===== src/rtl/vi_cascade_pkg.sv =====
package vi_cascade_pkg;
   typedef enum logic [2:0] {
      ST_IDLE,
      ST_VERR,
      ST_PI,
      ST_IERR,
      ST_P,
      ST_SAT,
      ST_DONE
   } vc_state_e;

   localparam logic [1:0] SEL_KPV = 2'd0;
   localparam logic [1:0] SEL_KIV = 2'd1;
   localparam logic [1:0] SEL_KPI = 2'd2;
endpackage


===== src/rtl/vi_clamp.sv =====
module vi_clamp #(
   parameter int IW  = 33,
   parameter int OW  = 16,
   parameter int LIM = 32767
) (
   input  logic signed [IW-1:0] x,
   output logic signed [OW-1:0] y,
   output logic                 hit
);
   localparam logic signed [IW-1:0] HI = IW'(LIM);
   localparam logic signed [IW-1:0] LO = -HI;

   if (IW <= OW) begin : g_bad_w
      $error("vi_clamp: input must be wider than output");
   end
   if (LIM >= 2**(OW-1)) begin : g_bad_lim
      $error("vi_clamp: limit does not fit the output");
   end

   always_comb begin
      hit = 1'b1;
      if (x > HI)      y = OW'(HI);
      else if (x < LO) y = OW'(LO);
      else begin
         y   = OW'(x);
         hit = 1'b0;
      end
   end
endmodule


===== src/rtl/vi_sine_rom.sv =====
module vi_sine_rom #(
   parameter int N        = 400,
   parameter int W        = 16,
   parameter int AMP      = 16384,
   parameter bit HALF_SYM = 1'b1,
   parameter int IDXW     = $clog2(N)
) (
   input  logic [IDXW-1:0]     idx,
   output logic signed [W-1:0] q
);
   localparam int H  = N / 2;
   localparam int HW = (H > 1) ? $clog2(H) : 1;

   if (N % 2 != 0) begin : g_bad_n
      $error("vi_sine_rom: N must be even");
   end
   if (AMP >= 2**(W-1)) begin : g_bad_amp
      $error("vi_sine_rom: amplitude exceeds word range");
   end

   function automatic longint sine_at(input longint k);
      longint p, num, den, val;
      bit     neg;
      neg = (k >= H);
      p   = neg ? k - H : k;
      num = 16 * p * (H - p);
      den = 5 * longint'(H) * H - 4 * p * (H - p);
      val = (longint'(AMP) * num) / den;
      return neg ? -val : val;
   endfunction

   if (HALF_SYM) begin : g_half
      logic signed [W-1:0] tbl [H];
      for (genvar g = 0; g < H; g++) begin : g_ent
         assign tbl[g] = W'(sine_at(g));
      end
      always_comb begin
         if (idx < IDXW'(H)) q = tbl[HW'(idx)];
         else                q = -tbl[HW'(idx - IDXW'(H))];
      end
   end else begin : g_full
      logic signed [W-1:0] tbl [N];
      for (genvar g = 0; g < N; g++) begin : g_ent
         assign tbl[g] = W'(sine_at(g));
      end
      assign q = tbl[idx];
   end
endmodule


===== src/rtl/vi_pi_core.sv =====
module vi_pi_core #(
   parameter int W  = 16,
   parameter int GW = 16,
   parameter int GF = 12
) (
   input  logic signed [W-1:0]  err,
   input  logic signed [GW-1:0] kp,
   input  logic signed [GW-1:0] ki,
   input  logic signed [W-1:0]  integ,
   output logic signed [W-1:0]  cmd,
   output logic signed [W-1:0]  integ_nxt
);
   localparam int PW  = W + GW;
   localparam int LIM = 2**(W-1) - 1;

   logic signed [PW-1:0] p_term, i_term;
   logic signed [PW:0]   i_sum, c_sum;
   logic                 i_hit, c_hit;

   assign p_term = (kp * err) >>> GF;
   assign i_term = (ki * err) >>> GF;
   assign i_sum  = (PW+1)'(i_term) + (PW+1)'(integ);
   assign c_sum  = (PW+1)'(p_term) + (PW+1)'(integ_nxt);

   vi_clamp #(.IW(PW+1), .OW(W), .LIM(LIM)) u_int_clamp (
      .x(i_sum), .y(integ_nxt), .hit(i_hit));
   vi_clamp #(.IW(PW+1), .OW(W), .LIM(LIM)) u_cmd_clamp (
      .x(c_sum), .y(cmd), .hit(c_hit));

   logic unused_hits;
   assign unused_hits = i_hit ^ c_hit;
endmodule


===== src/rtl/vi_cascade_ctrl.sv =====
module vi_cascade_ctrl #(
   parameter int W        = 16,
   parameter int GW       = 16,
   parameter int GF       = 12,
   parameter int N        = 400,
   parameter int SIN_AMP  = 16384,
   parameter int MOD_LIM  = 30000,
   parameter bit HALF_SYM = 1'b1,
   parameter int KPV0     = 8192,
   parameter int KIV0     = 410,
   parameter int KPI0     = 12288
) (
   input  logic                 clk,
   input  logic                 rst,
   input  logic                 start,
   input  logic signed [W-1:0]  v_smp,
   input  logic signed [W-1:0]  i_smp,
   input  logic                 gain_we,
   input  logic [1:0]           gain_sel,
   input  logic signed [GW-1:0] gain_val,
   output logic signed [W-1:0]  mod_out,
   output logic                 done
);
   import vi_cascade_pkg::*;

   localparam int IDXW = $clog2(N);
   localparam int PW   = W + GW;
   localparam int LIM  = 2**(W-1) - 1;

   if (GF >= GW) begin : g_bad_gf
      $error("vi_cascade_ctrl: fraction bits must be below gain width");
   end
   if (MOD_LIM > LIM || MOD_LIM <= 0) begin : g_bad_mod
      $error("vi_cascade_ctrl: MOD_LIM out of range");
   end
   if (N < 4) begin : g_bad_n
      $error("vi_cascade_ctrl: table too short");
   end

   vc_state_e             st;
   logic [IDXW-1:0]       idx_q;
   logic signed [W-1:0]   v_q, i_q, ref_q, ev_q, icmd_q, inx_q, ei_q, integ_q;
   logic signed [PW-1:0]  mraw_q;
   logic signed [GW-1:0]  kpv_q, kiv_q, kpi_q;

   logic signed [W-1:0]   rom_q, ev_c, cmd_c, inx_c, ei_c, mod_c;
   logic signed [PW-1:0]  mraw_c;
   logic                  ev_hit, ei_hit, mod_hit;

   vi_sine_rom #(.N(N), .W(W), .AMP(SIN_AMP), .HALF_SYM(HALF_SYM), .IDXW(IDXW)) u_rom (
      .idx(idx_q), .q(rom_q));

   vi_clamp #(.IW(W+1), .OW(W), .LIM(LIM)) u_ev_clamp (
      .x((W+1)'(ref_q) - (W+1)'(v_q)), .y(ev_c), .hit(ev_hit));

   vi_pi_core #(.W(W), .GW(GW), .GF(GF)) u_pi (
      .err(ev_q), .kp(kpv_q), .ki(kiv_q), .integ(integ_q),
      .cmd(cmd_c), .integ_nxt(inx_c));

   vi_clamp #(.IW(W+1), .OW(W), .LIM(LIM)) u_ei_clamp (
      .x((W+1)'(icmd_q) - (W+1)'(i_q)), .y(ei_c), .hit(ei_hit));

   assign mraw_c = (kpi_q * ei_q) >>> GF;

   vi_clamp #(.IW(PW), .OW(W), .LIM(MOD_LIM)) u_mod_clamp (
      .x(mraw_q), .y(mod_c), .hit(mod_hit));

   logic unused_hits;
   assign unused_hits = ev_hit ^ ei_hit;

   always_ff @(posedge clk) begin
      if (rst) begin
         st      <= ST_IDLE;
         idx_q   <= '0;
         integ_q <= '0;
         mod_out <= '0;
         done    <= 1'b0;
         v_q     <= '0;
         i_q     <= '0;
         ref_q   <= '0;
         ev_q    <= '0;
         icmd_q  <= '0;
         inx_q   <= '0;
         ei_q    <= '0;
         mraw_q  <= '0;
         kpv_q   <= GW'(KPV0);
         kiv_q   <= GW'(KIV0);
         kpi_q   <= GW'(KPI0);
      end else begin
         done <= 1'b0;
         if (gain_we) begin
            case (gain_sel)
               SEL_KPV: kpv_q <= gain_val;
               SEL_KIV: kiv_q <= gain_val;
               SEL_KPI: kpi_q <= gain_val;
               default: ;
            endcase
         end
         case (st)
            ST_IDLE: if (start) begin
               v_q   <= v_smp;
               i_q   <= i_smp;
               ref_q <= rom_q;
               st    <= ST_VERR;
            end
            ST_VERR: begin
               ev_q <= ev_c;
               st   <= ST_PI;
            end
            ST_PI: begin
               icmd_q <= cmd_c;
               inx_q  <= inx_c;
               st     <= ST_IERR;
            end
            ST_IERR: begin
               ei_q <= ei_c;
               st   <= ST_P;
            end
            ST_P: begin
               mraw_q <= mraw_c;
               st     <= ST_SAT;
            end
            ST_SAT: begin
               mod_out <= mod_c;
               if (!mod_hit) integ_q <= inx_q;
               idx_q <= (idx_q == IDXW'(N-1)) ? '0 : idx_q + 1'b1;
               done  <= 1'b1;
               st    <= ST_DONE;
            end
            ST_DONE: st <= ST_IDLE;
            default: st <= ST_IDLE;
         endcase
      end
   end
endmodule


===== config.mk =====
export PLATFORM = sky130hd
export DESIGN_NAME = vi_cascade_ctrl
export DESIGN_NICKNAME = d
export VERILOG_FILES = /design/src/rtl/vi_cascade_pkg.sv /design/src/rtl/vi_clamp.sv /design/src/rtl/vi_sine_rom.sv /design/src/rtl/vi_pi_core.sv /design/src/rtl/vi_cascade_ctrl.sv
export SDC_FILE = /design/constraint.sdc
export NUM_CORES = 2
export LEC_CHECK = 0
export BUFFER_PORTS_ARGS = -buffer_cell sky130_fd_sc_hd__buf_2
export CAP_MARGIN = 10
export CORE_ASPECT_RATIO = 1.2
export CORE_MARGIN = 8
export CORE_UTILIZATION = 27
export DETAILED_ROUTE_END_ITERATION = 8
export PLACE_DENSITY = 0.5
export SLEW_MARGIN = 40
export SYNTH_ARGS = -nofsm -noshare
export SYNTH_HDL_FRONTEND = slang
export SYNTH_SLANG_ARGS = --single-unit

===== constraint.sdc =====
create_clock -name clk -period 13.5 [get_ports clk]
set_input_delay 2.7 -clock clk [delete_from_list [all_inputs] [get_ports clk]]
set_output_delay 2.7 -clock clk [all_outputs]
set_load 0.005 [all_outputs]

==> Word level (Yosys, flattened, before mapping) <==
Memories as Yosys holds them, arrays and structs flattened.
Cells that the tools add are included.
{ "totals": {"wordCells": 81, "in_bits": 54, "mem_count": 2, "register_bits": 225, "rom_bits": 8192} }
{ "memory_table": {"columns": ["memory", "depth", "word_bits", "read_ports", "rd_ports_with_merged_regs", "write_ports", "line_no", "source"], "rows": [
  ["(name not given)", 256, 16, 1, 0, 0, "vi_sine_rom.sv:38", "if (idx < IDXW'(H)) q = tbl[HW'(idx)];"],
  ["(name not given)", 256, 16, 1, 0, 0, "vi_sine_rom.sv:39", "else q = -tbl[HW'(idx - IDXW'(H))];"]
]} }
{ "op_classes": {"n_eq_ne": 9, "multipliers": 3, "n_bitwise": 3, "add_sub_neg": 7, "n_reduce_logical": 7, "muxes": 21, "order_cmp": 13} }
{ "ops": {"columns": ["op", "n"], "rows": [
  ["$mux W16", 15],
  ["$mul A16 B16 Y32", 3],
  ["$add A20 B16 Y21", 2],
  ["$gt A17 B16 Y1 const B", 2],
  ["$lt A17 B16 Y1 const B", 2],
  ["$sub A16 B16 Y17", 2],
  ["$gt A33 B16 Y1 const B", 1],
  ["$lt A33 B16 Y1 const B", 1],
  ["$gt A21 B16 Y1 const B", 1],
  ["$lt A21 B16 Y1 const B", 1],
  ["$gt A20 B16 Y1 const B", 1],
  ["$lt A20 B16 Y1 const B", 1],
  ["$ge A9 B9 Y1 const B", 2],
  ["$not A8 Y9", 2],
  ["$pmux W3 S6", 1],
  ["$neg A16 Y16", 1],
  ["$reduce_and A2 Y1", 5],
  ["$add A9 B1 Y9 const B", 1],
  ["$eq A9 B9 Y1 const B", 1],
  ["$lt A9 B8 Y1 const B", 1],
  ["$mux W9", 1],
  ["$sub A8 B8 Y8 const B", 1],
  ["$eq A3 B2 Y1 const B", 2],
  ["$eq A3 B3 Y1 const B", 2],
  ["other kinds (9)", 11]
]} }

==> Logic depth before layout (Yosys ltp) <==
{ "depth": {"word_depth": 9, "mapped_depth": 54, "mapped_depth_nobuf": 52} }

==> Hierarchy <==
Synthesis repeated with hierarchy kept, for this count alone.
{ "hier_totals": {"hier_cells": 5963, "area_unflattened_um2": 48275.0} }
{ "modules_own_cells": {"columns": ["module", "cells_per_inst", "seq_area_each_um2", "n_inst", "area_per_inst_um2"], "rows": [
  ["vi_pi_core", 2304, 0.0, 1, 20692.3],
  ["vi_cascade_ctrl", 2269, 4504.3, 1, 18881.9],
  ["vi_sine_rom", 1155, 0.0, 1, 7140.6],
  ["vi_clamp (u_pi.u_cmd_clamp ...)", 45, 0.0, 2, 307.8],
  ["vi_clamp (u_mod_clamp)", 69, 0.0, 1, 511.7],
  ["vi_clamp (u_ei_clamp ...)", 38, 0.0, 2, 216.5]
]} }

==> Worst setup path before layout <==
No wires, ideal clock.
{ "synth_path": {"path_kind": "flip-flop to flip-flop", "start": "register ev_q[1]", "end": "register icmd_q[11]", "arrival_ps": 11766, "synth_period_minus_slack_ps": 11898, "n_path_buf": 3, "stages_incl_launch_ff": 51, "setup_slack_ps": 1602, "path_cell_list": "dfxtp_1 > clkbuf_1 > clkbuf_1 > nand2_1 > fa_1 > fa_1 > fa_1 > fa_1 > inv_1 > fa_1 > inv_1 > fa_1 > inv_1 > ha_1 > o21a_1 > nor2_1 > a211o_1 > a21oi_1 > [... 15 more ...] > inv_1 > a21oi_1 > ha_1 > a21o_1 > a21oi_1 > o21bai_1 > a21oi_1 > o21bai_1 > a21oi_1 > xnor2_1 > or4_1 > or3_1 > a2111o_1 > nor4_4 > o41ai_4 > buf_6 > a21oi_1 > nor3_1"} }
{ "synth_between": {"elab_chain_cells": 9, "word_cells_on_any_way": 12} }
{ "synth_lines": {"columns": ["element", "line_no", "source"], "rows": [
  ["start: declaration", "vi_cascade_ctrl.sv:42", "logic signed [W-1:0] v_q, i_q, ref_q, ev_q, icmd_q, inx_q, ei_q, integ_q;"],
  ["start signal: assignment", "vi_cascade_ctrl.sv:107", "ev_q <= ev_c;"],
  ["$mul A16 B16 Y32 (*)", "vi_pi_core.sv:21", "assign i_term = (ki * err) >>> GF;"],
  ["$add A20 B16 Y21 (*)", "vi_pi_core.sv:22", "assign i_sum = (PW+1)'(i_term) + (PW+1)'(integ);"],
  ["$lt A33 B16 Y1", "vi_clamp.sv:23", "else if (x < LO) y = OW'(LO);"],
  ["$mux W16", "vi_clamp.sv:23", null],
  ["$mux W16 (*)", "vi_clamp.sv:22", "if (x > HI) y = OW'(HI);"],
  ["named net inx_c[1]", "vi_cascade_ctrl.sv:46", "logic signed [W-1:0] rom_q, ev_c, cmd_c, inx_c, ei_c, mod_c;"],
  ["$add A20 B16 Y21 (*)", "vi_pi_core.sv:23", "assign c_sum = (PW+1)'(p_term) + (PW+1)'(integ_nxt);"],
  ["$lt A21 B16 Y1", "vi_clamp.sv:23", null],
  ["$mux W16", "vi_clamp.sv:23", null],
  ["$mux W16 (*)", "vi_clamp.sv:22", null],
  ["end signal: assignment", "vi_cascade_ctrl.sv:111", "icmd_q <= cmd_c;"],
  ["end: declaration", "vi_cascade_ctrl.sv:42", null]
]} }
The timed path passes the listed nets; every way through them passes the cells marked *.
A chain may end at the register's enable or synchronous reset.

==> Worst setup path in the final report <==
{ "layout_path": {"start": "register ev_q[4]", "end": "register icmd_q[10]"} }
The elaborated chain is that of the path after synthesis.

==> flow_summary.ini <==
[outcome]
status = finished clean

[floorplanning]
die_w_um = 395.1
start_util_pct = 27.08
die_area_mm2 = 0.1861
core_area_mm2 = 0.1720
num_rows = 167
die_y_um = 470.9
ios = 71

[sta]
setup_viol = 0
rsz0062_at_grt = no
fin_ws_ns = 0.6518
tns_ns = 0
hold_violations = 0
slew_viol_final = 0
worstMarginPinSlew_ns = 0.9317
max_freq_mhz = 77.83
finalCritPeriodShare_pct = 95.17
slew_headroom_pct = 37.73
fin_crit_ns = 12.85
whs_ns = 0.4451
fin_worst_skew_ns = 0.01763

[drt]
drc = 0
via_per_inst = 5.019
wl_per_cell_um = 19.93
vias = 39770
drtIter0Drc = 2918
routed_wl_um = 158000
firstDrtPassIters = 6
ant_nets = 0

[cts]
cts_tree = yes
clk_pin_slew_ns = 0.08
clock_tree.root_cell = clkbuf_16
clock_sinks = 225
htreeDepth = 1
numCtsBuffers = 27
clk_path_buf_depth = 3
clk_latency_ns = 0.59

[worst_hold_path]
hold_path_class = register to register
hold_path_depth = 2
worstHoldEndpoint = integ_q[6]
hp-start = inx_q[6]

[global_routing]
grt_pass1_vias = 41810
busiest_layer = met2
antenna_found_initial = 3
grt_pass1_wl_um = 250900
grt_overflow = 0
use_met2_pct = 27.66
grtUsageMet3_pct = 2.576
grt.total_usage_pct = 16.80
grt_max_degree = 138
use_met1_pct = 22.67

[worst_setup_path]
crit_type = register to register
max_stage_delay_ns = 0.55
worstPathRequired_ns = 13.93
critPathMostFrequentCell = fa_1
path_buf_inv = 6
rrSetupSlack_ns = 0.65
arrival_ns = 13.28
endpoint_kind = register
crit_cells = 48
rr_startpoint = ev_q[4]
reg2reg_depth = 48
cp_max_fo = 25
cp_top_family = compound AO/OA/AOI/OAI gates
start_kind = register
r2r-end = icmd_q[10]
cp_slowest_cell = a2111oi_0

[layout]
final_cell_mix = inv_1 (935), nand2_1 (887), fa_1 (790)
nets = 6797
largest_reg_flops = 20
fin_area_mm2 = 0.05045
area_growth_pct = 8.331
multi_input_area_mm2 = 0.03742
nFillCells = 18590
final_common_cell = inv_1
largest-register = mraw_q
finalCoreUtilization_pct = 29.34
seq_area_mm2 = 0.004531
drive_above_1_share_pct = 5.443
stdcell_count = 7925

[synthesis]
synth_area_leader_cell = fa_1
synth_warnings = 0
netlist_area_mm2 = 0.04657
synth_seq_cells = 225
synth_top_area_share_pct = 33.96
ys.flop_type = dfxtp_1
synthArstFlopShare_pct = 0
ys_types = 98
synth_edf_count = 0
ys_seq_area_share_pct = 9.672
postSynthCellCount = 5760
ys_top_cells_by_area = fa_1 (34%), dfxtp_1 (9.7%), ha_1 (9.0%)
synth_fp_nets = 6938
synth.avg_cell_area_um2 = 8.085

[place]
dp_cells = 7868
gp_congestion = 0.9506
hpwl_um = 122900
dp_slack_ns = 0.4705
dpl_cell_area_mm2 = 0.04934
port_buffers = 70

[pwr]
max-vdd-ir-drop_v = 0.0001028
power_mw = 4.246
leakage_nw = 21.32
cellPowerDensity_mw_per_mm2 = 84.17

[flow_run]
cap_viol_max_count = 0
==> logic make-up (layout without fill, tap and decap cells) <==
group / count (synthesis) / after routing / synth area share [%]
compound gates: 1079 / 1079 / 14.63
simple gates: 1889 / 1889 / 18.80
flops: 225 / 225 / 9.672
buf+inv: 1270 / 1150 / 10.26
mux: 26 / 26 / 0.9377
xor+xnor: 145 / 145 / 2.727
fa+ha+maj: 1126 / 1126 / 42.98
other cells: 0 / 4 / 0
==> report_power, final <==
group	switching, mW	leakage [nW]	total (mW)	internal (mW)
combinational	1.61	19.0	2.60	0.987
clock	0.336	0.511	0.872	0.537
sequential	0.0769	1.83	0.776	0.699
total	2.02	21.3	4.25	2.22
==> routing by layer <==
metal / vias up / wire length, um / share of wire, %
met5: - / 27 / 0.017
met3: 348 / 9996 / 6.3
met2: 1356 / 73140 / 46
li1: 18160 / - / -
met4: 4 / 5880 / 3.7
met1: 19910 / 68930 / 44
==> Yosys cell counts (all sizes together) (44+ instances only) <==
| master | count |
|---|---|
| a211oi | 64 |
| a21oi | 403 |
| a31oi | 44 |
| and2 | 326 |
| clkbuf | 295 |
| dfxtp | 225 |
| fa | 790 |
| ha | 334 |
| inv | 936 |
| nand2 | 889 |
| nand2b | 56 |
| nand3 | 45 |
| nor2 | 312 |
| nor3 | 95 |
| o211ai | 50 |
| o21ai | 226 |
| xnor2 | 105 |
==> what timing repair did <==
action / in CTS / in global routing
setup endpoints to repair: 0 / 14
resized for setup: 0 / 4
buffers inserted: 0 / 1
hold buffers: 0 / 0
==> worst max path at each step <==
stage	from	to	slack [ns]
after CTS	ev_q[1]	icmd_q[7]	0.49
after global placement	ev_q[1]	icmd_q[10]	0.57
final	ev_q[4]	icmd_q[10]	0.65
after global routing	ev_q[4]	icmd_q[5]	0.03
after detailed placement	ev_q[1]	icmd_q[2]	0.47
after floorplan	ev_q[1]	icmd_q[11]	1.60
==> worst register-to-register path, delay by kind of cell, from the launching register on <==
kind	cells	cell delay [ns]
compound gates	17	4.59
xor+xnor	1	0.11
fa+ha+maj	10	4.21
buf+inv	6	0.73
flops	1	0.52
simple gates	14	2.53
==> cell type report <==
type | instances | area share, %
clock inverter | 15 | 0.5531
clock buffer | 35 | 1.518
sequential | 225 | 8.980
tap | 2281 | 5.657
timing repair buffer | 163 | 2.130
antenna | 4 | 0.01984
multi-input combinational | 4265 | 74.17
inverter | 937 | 6.972
Power figures use the tool's default switching activity.
